$ cat config.mk
export PLATFORM = sky130hd
export DESIGN_NAME = tsq_gate
export DESIGN_NICKNAME = d
export VERILOG_FILES = /design/src/rtl/tsq_pkg.sv /design/src/rtl/tsq_run_counter.sv /design/src/rtl/tsq_fsm.sv /design/src/rtl/tsq_gate.sv
export SDC_FILE = /design/constraint.sdc
export NUM_CORES = 1
export LEC_CHECK = 0
export CORE_MARGIN = 4
export CORE_UTILIZATION = 49
export DETAILED_ROUTE_END_ITERATION = 6
export PLACE_DENSITY = 0.77
export SYNTH_ARGS = -nofsm -noshare
export SYNTH_HDL_FRONTEND = slang
export SYNTH_SLANG_ARGS = --single-unit
$ cat constraint.sdc
create_clock -name clk -period 1.49 [get_ports clk]
set_clock_uncertainty 0.2 [all_clocks]
set_input_delay 0.298 -clock clk [delete_from_list [all_inputs] [get_ports clk]]
set_output_delay 0.298 -clock clk [all_outputs]
set_load 0.05 [all_outputs]
$ cat src/rtl/tsq_pkg.sv
package tsq_pkg;

    typedef enum logic [1:0] {
        ST_IDLE = 2'd0,
        ST_QUAL = 2'd1,
        ST_ACT  = 2'd2,
        ST_BLNK = 2'd3
    } tsq_state_e;

    // width of a counter able to hold 0..limit
    function automatic int cnt_width(input int limit);
        return (limit < 2) ? 1 : $clog2(limit + 1);
    endfunction

endpackage

$ cat src/rtl/tsq_run_counter.sv
module tsq_run_counter #(
    parameter int LIMIT = 2
) (
    input  logic clk,
    input  logic rst,
    input  logic run,
    output logic hit
);
    localparam int W = tsq_pkg::cnt_width(LIMIT);
    localparam logic [W-1:0] LAST = W'(LIMIT - 1);

    logic [W-1:0] cnt;

    always_ff @(posedge clk) begin
        if (rst || !run) begin
            cnt <= '0;
        end else if (cnt != LAST) begin
            cnt <= cnt + 1'b1;
        end
    end

    assign hit = run && (cnt == LAST);

    // count never exceeds its terminal value
    p_cnt_bound_r5: assert property (@(posedge clk) disable iff (rst)
        cnt <= LAST);

    // a dropped run restarts from zero
    p_cnt_clear_r3: assert property (@(posedge clk) disable iff (rst)
        !run |=> (cnt == '0));

endmodule

$ cat src/rtl/tsq_fsm.sv
module tsq_fsm
    import tsq_pkg::*;
(
    input  logic       clk,
    input  logic       rst,
    input  logic       sq_above,
    input  logic       qual_hit,
    input  logic       idle_hit,
    input  logic       blank_done,
    output tsq_state_e state
);
    tsq_state_e nxt;

    always_comb begin
        nxt = state;
        unique case (state)
            ST_IDLE: begin
                if (qual_hit)      nxt = ST_ACT;
                else if (sq_above) nxt = ST_QUAL;
            end
            ST_QUAL: begin
                if (!sq_above)     nxt = ST_IDLE;
                else if (qual_hit) nxt = ST_ACT;
            end
            ST_ACT: begin
                if (!sq_above)     nxt = ST_IDLE;
                else if (idle_hit) nxt = ST_BLNK;
            end
            ST_BLNK: begin
                if (blank_done)    nxt = ST_IDLE;
            end
            default: nxt = ST_IDLE;
        endcase
    end

    always_ff @(posedge clk) begin
        if (rst) state <= ST_IDLE;
        else     state <= nxt;
    end

    // entry into ACTIVE only through a qualifying sample
    p_enter_act_r2: assert property (@(posedge clk) disable iff (rst)
        (state != ST_ACT && qual_hit && sq_above) |=> (state == ST_ACT));

    // losing the threshold while active goes straight to idle, not blank
    p_loss_idle_r4: assert property (@(posedge clk) disable iff (rst)
        (state == ST_ACT && !sq_above) |=> (state == ST_IDLE));

    // blank only ends when the window timer reports done
    p_blank_hold_r6: assert property (@(posedge clk) disable iff (rst)
        (state == ST_BLNK && !blank_done) |=> (state == ST_BLNK));

endmodule

$ cat src/rtl/tsq_gate.sv
module tsq_gate
    import tsq_pkg::*;
#(
    parameter int QUAL_SAMPLES = 2,
    parameter int IDLE_SAMPLES = 18,
    parameter int BLANK_CYCLES = 80
) (
    input  logic clk,
    input  logic rst,
    input  logic sq_above,
    input  logic din,
    input  logic jab_inhibit,
    output logic tx_en,
    output logic tx_data
);
    tsq_state_e state;
    logic qual_hit, idle_hit, blank_done;
    logic qual_run, idle_run, blank_run;

    assign qual_run  = sq_above && (state == ST_IDLE || state == ST_QUAL);
    assign idle_run  = (state == ST_ACT) && din;
    assign blank_run = (state == ST_BLNK);

    tsq_run_counter #(.LIMIT(QUAL_SAMPLES)) u_qual (
        .clk(clk), .rst(rst), .run(qual_run), .hit(qual_hit)
    );

    tsq_run_counter #(.LIMIT(IDLE_SAMPLES)) u_idle (
        .clk(clk), .rst(rst), .run(idle_run), .hit(idle_hit)
    );

    tsq_run_counter #(.LIMIT(BLANK_CYCLES)) u_blank (
        .clk(clk), .rst(rst), .run(blank_run), .hit(blank_done)
    );

    tsq_fsm u_fsm (
        .clk(clk), .rst(rst), .sq_above(sq_above),
        .qual_hit(qual_hit), .idle_hit(idle_hit),
        .blank_done(blank_done), .state(state)
    );

    assign tx_en   = (state == ST_ACT) && !jab_inhibit;
    assign tx_data = din | ~tx_en;

    // inhibit masks the enable regardless of state
    p_jab_mask_r8: assert property (@(posedge clk) disable iff (rst)
        jab_inhibit |-> !tx_en);

    // disabled path holds the driver at the no-current level
    p_gate_idle_r7: assert property (@(posedge clk) disable iff (rst)
        !tx_en |-> tx_data);

    // no enable anywhere inside the blanking window
    p_blank_off_r6: assert property (@(posedge clk) disable iff (rst)
        (state == ST_BLNK) |-> !tx_en);

    // reset leaves the driver off
    p_reset_off_r1: assert property (@(posedge clk)
        rst |=> !tx_en);

endmodule

Yosys cells after proc, flatten, opt, wreduce, memory -nomap -nowiden
Cells that the tools add are included.
{"block": "word_totals", "wordCells": 46, "reg_bits": 16, "input_bits": 5, "output_inout_bits": 2}
{"block": "classes", "n_eq_ne": 13, "n_bitwise": 2, "reduce_logical": 16, "n_addsub": 3, "muxes": 8}
{"cell": "2-bit 2-to-1 mux", "count": 7}
{"cell": "3-bit != test (second input constant)", "count": 3}
{"cell": "2-bit case mux with 4 select lines", "count": 1}
{"cell": "7-bit by 1-bit adder with 7-bit output (second input constant)", "count": 1}
{"cell": "7-bit == test (second input constant)", "count": 1}
{"cell": "7-bit != test (second input constant)", "count": 1}
{"cell": "1-bit logical AND", "count": 6}
{"cell": "5-bit by 1-bit adder with 5-bit output (second input constant)", "count": 1}
{"cell": "5-bit == test (second input constant)", "count": 1}
{"cell": "5-bit != test (second input constant)", "count": 1}
{"cell": "2-bit by 1-bit == test with 1-bit output (second input constant)", "count": 2}
{"cell": "2-bit == test (second input constant)", "count": 2}
{"cell": "1-bit zero test", "count": 4}
{"cell": "1-bit logical OR", "count": 4}
{"cell": "4-bit AND reduction", "count": 1}
{"cell": "2-bit by 1-bit adder with 2-bit output (second input constant)", "count": 1}
{"cell": "2-bit zero test", "count": 1}
{"cell": "2-bit by 1-bit != test with 1-bit output (second input constant)", "count": 1}
{"cell": "2-bit != test (second input constant)", "count": 1}
{"cell": "1-bit inverter", "count": 1}
{"cell": "1-bit bitwise OR", "count": 1}

Longest topological paths before layout
{"block": "depth", "word_depth": 7, "ltp_mapped": 5, "depth_no_buf": 5}

Modules after synthesis
Synthesis repeated with hierarchy kept, for this count alone.
{"block": "hier_totals", "hier_cells": 89, "hier_area_um2": 838.3}
{"mod": "tsq_run_counter (u_blank)", "seq_area_each_um2": 140.1, "cells_each": 37, "instances": 1, "area_each_um2": 340.3}
{"mod": "tsq_run_counter (u_idle)", "seq_area_each_um2": 100.1, "cells_each": 25, "instances": 1, "area_each_um2": 252.7}
{"mod": "tsq_run_counter (u_qual)", "seq_area_each_um2": 40.0, "cells_each": 10, "instances": 1, "area_each_um2": 102.6}
{"mod": "tsq_fsm", "seq_area_each_um2": 40.0, "cells_each": 12, "instances": 1, "area_each_um2": 101.3}
{"mod": "tsq_gate", "seq_area_each_um2": 0.0, "cells_each": 5, "instances": 1, "area_each_um2": 41.3}

Worst setup path before layout
OpenSTA, ideal clock, no wires.
{"block": "synth_timing", "path_kind": "register to output", "startpoint": "register u_fsm.state[1]", "endpoint": "output tx_data", "required_time_ns": 0.992, "path_stages_with_launch": 4, "path_buffers": 0, "arrival_ns": 2.276, "setup_slack_ns": -1.284, "path_cell_list": "dfxtp_1 -> inv_1 -> nor3_1 -> nand2_1"}
{"block": "synth_via", "elab_chain_cells": 4}
{"element": "from (decl)", "line": "tsq_fsm.sv:10", "source": "output tsq_state_e state"}
{"element": "from (signal assigned)", "line": "tsq_fsm.sv:38", "source": "else state <= nxt;"}
{"element": "2-bit == test", "line": "tsq_gate.sv:42", "source": "assign tx_en = (state == ST_ACT) && !jab_inhibit;"}
{"element": "1-bit logical AND", "line": "tsq_gate.sv:42"}
{"element": "net tx_en", "line": "tsq_gate.sv:13", "source": "output logic tx_en,"}
{"element": "1-bit inverter", "line": "tsq_gate.sv:43", "source": "assign tx_data = din | ~tx_en;"}
{"element": "1-bit bitwise OR", "line": "tsq_gate.sv:43"}
{"element": "to (decl)", "line": "tsq_gate.sv:14", "source": "output logic tx_data"}
The timed path passes the listed nets, and every way through them passes these cells.

Worst setup path after layout
{"block": "layout_timing", "startpoint": "register u_fsm.state[0]", "endpoint": "output tx_data"}
{"block": "layout_via", "elab_chain_cells": 4}
{"element": "2-bit == test", "line": "tsq_gate.sv:42"}
{"element": "1-bit logical AND", "line": "tsq_gate.sv:42"}
{"element": "1-bit inverter", "line": "tsq_gate.sv:43"}
{"element": "1-bit bitwise OR", "line": "tsq_gate.sv:43"}
No other way between the ends.

==> impl_metrics.toml <==
[job]
cap_viol_max_count = 0

[drt]
wl_met1_um = 774
wl_met2_um = 850
dr.pass1.iters = 4
wirelength_mm = 1.73
highest_layer = "met4"
ant_nets = 0
dr.first_iter.drc_count = 21
via_per_inst = 5.55
via_count = 699
routed-wl-met3_um = 71
drc = 0
wl_per_cell_um = 13.7

[timing]
fin_crit_sh = 1.12
report.final.slew_viol_count = 0
fin_ws_ns = -0.176
min_period_ns = 1.67
hold_viol = 0
setup_violations = 2
slew_headroom = 0.801
rsz0062_at_grt = "true"
max_freq_ghz = 0.600
finalSetupTns_ns = -0.301
tightest_slew_ns = 0.297

[setup_path]
r2r_start = "u_idle.cnt[1]$_SDFFE_PP0P_"
crit_type = "register to output port"
slowest_stage = "dfxtp_4"
r2r_slack_ns = 0.08
worst_setup_path_start_kind = "register"
path_cells = "nor3_4 -> nand2_4 -> buf_8"
r2r_end = "u_fsm.state[0]$_SDFFE_PP0P_"
slowest_delay_ns = 0.38
crit_family = "flip-flops"
end_kind = "output port"
timing.critical_path.buf_inv = 1
worstPathArrival_ns = 1.17
r2r_cells = 5
cp_max_fo = 6
cp.depth = 3
crit_required_ns = 0.99

[clock_tree]
cts_sinks = 16
tritoncts = "done"
clockBufferDepth = 2
clk_pin_slew_ns = 0.09
cts.hold.buffers_added = 0
cts_buffers = 3
htree_levels = 1
root_buffer = "clkbuf_4"
clock_latency_ns = 0.28

[worst_hold_path]
whs_path_depth = 2
min_path_type = "register to register"
holdPathEnd = "u_blank.cnt[6]$_SDFFE_PP0P_"
min-delay-start = "u_blank.cnt[6]$_SDFFE_PP0P_"

[synth]
ys_seq_elements = 16
synth_cell_types = 30
syn_nets = 96
synthesis.area_sq_um = 807
avgSynthCellArea_sq_um = 9.28
yosysWarningCount = 0
synth_cells = 87
ys_seq_area_frac = 0.397

[floorplanning]
dieHeight_um = 48.6
initial_core_util = 0.530
rows = 14
io_pins = 7
dieArea_sq_mm = 0.00236
coreArea_sq_mm = 0.00152
die_w_um = 48.6

[run_status]
status = "complete, but fails checks"
violations = "negative setup slack"

[cells_and_area]
synthToLayoutAreaGrowth_pct = 32.9
drive_gt1_frac = 0.309
nets = 120
n_antenna_cell = 0
fin_cells = 126
fill_cells = 114

[pwr]
power_density_mw_per_mm2 = 764
ir_worst_vdd_v = 0.000616
finalPower_uw = 819
leakage_uw = 0.000436

[placed_design]
dp_hpwl_mm = 1.24
place_inst = 120
post-place-ws_ns = -0.314
io_buffers = 6
routabilityCongestion = 0.802

[global_route]
grt_max_degree = 10
track_usage = 0.151
overflow = 0
grt_pass1_wl_mm = 2.79
grt_pass1_vias = 613
antenna_found_initial = 0
metrics by stage:
step	hold slack (ns)	cell area, sq um	utilization
floorplan	0.160	828	-
finish	0.306	1070	0.704
global route	0.337	1070	0.704
CTS	0.304	1050	0.688
global placement	0.269	995	0.653
detailed placement	0.288	995	0.653
layer usage:
metal | global-route usage | vias up
li1 | - | 359
met1 | 0.194 | 319
met2 | 0.241 | 15
met3 | 0.0399 | 6
met4 | 0.0538 | 0
met5 | 0 | -
tightest hold or removal path: stages (launching register included):
cell	delay, ns
dfxtp_1	0.34
o21ai_0	0.08
a21oi_1	0.06
logic make-up (layout without fill, tap and decap cells):
group	after synthesis	after routing	synth area share
buffers and inverters	7	30	0.0419
adder cells (fa/ha/maj)	4	4	0.0620
flip-flops	16	16	0.397
AO/OA/AOI/OAI	20	20	0.167
AND/OR/NAND/NOR	34	34	0.267
XOR/XNOR	6	6	0.0651
state kept, by name, summed over array words and instances (netlist names):
| name | flops |
|---|---|
| u_blank.cnt | 7 |
| u_idle.cnt | 5 |
| u_fsm.state | 2 |
| u_qual.cnt | 2 |
final cells by class:
class | count | area, sq um | area share
clock buffers | 4 | 36.3 | 0.0338
inverters | 6 | 25.0 | 0.0233
well taps | 16 | 20.0 | 0.0187
multi-input cells | 64 | 483 | 0.450
repair buffers | 20 | 183 | 0.170
flip-flops and latches | 16 | 325 | 0.303
synthesized netlist by cell type:
cell,instances,area (sq um)
a31oi_1,2,12.5
a211oi_1,1,7.51
buf_6,1,11.3
a211oi_2,1,12.5
nand4bb_4,1,27.5
nand2b_1,1,6.26
xnor2_1,3,26.3
a21boi_0,1,7.51
nor3b_2,2,25.0
o21bai_1,2,15.0
or3_1,2,12.5
nand4bb_1,1,11.3
ha_1,4,50.1
nor2_1,8,30.0
o31ai_1,1,7.51
or3b_1,1,8.76
a21oi_1,5,25.0
o2111a_1,1,11.3
dfxtp_1,16,320
nand3b_2,1,11.3
inv_1,6,22.5
and3_2,1,7.51
nor3_1,3,15.0
a31o_1,1,8.76
nand3_1,7,35.0
and3_1,1,6.26
nand2_1,5,18.8
o21ai_0,4,20.0
xor2_1,3,26.3
o211ai_1,1,7.51
repair_timing:
item / 4_1_cts / 5_1_grt
setup endpoints to repair: 2 / 6
buffers inserted: 1 / 1
gates cloned: 0 / 0
endpoints found under the hold margin: 0 / 0
resized for setup: 3 / 7
pin swaps: 2 / 1
worst max path at each step:
stage / from / endpoint / slack, ns
after global routing: u_fsm.state[0]$_SDFFE_PP0P_ / tx_data / -0.23
after CTS: u_fsm.state[1]$_SDFFE_PP0P_ / tx_data / -0.23
after detailed placement: jab_inhibit / tx_data / -0.31
after floorplan: u_fsm.state[1]$_SDFFE_PP0P_ / tx_data / -0.13
final: u_fsm.state[0]$_SDFFE_PP0P_ / tx_data / -0.18
after global placement: jab_inhibit / tx_data / -0.27
report_power, final:
part	internal (uW)	leakage (uW)	switching, uW
Clock	149	0.0000210	139
Combinational	42.7	0.000284	40.7
Sequential	437	0.000130	11.1
Total	628	0.000436	190
cells in the final DEF, fill, tap and decap left out, types with 4 or more instances in the layout:
master / netlist / final
inv_1: 6 / 5
a21oi_1: 5 / 4
nand2_1: 5 / 4
nor2_1: 8 / 8
buf_4: 0 / 14
dfxtp_1: 16 / 14
nand3_1: 7 / 7
o21ai_0: 4 / 4
(Power assumes the default switching activity.)
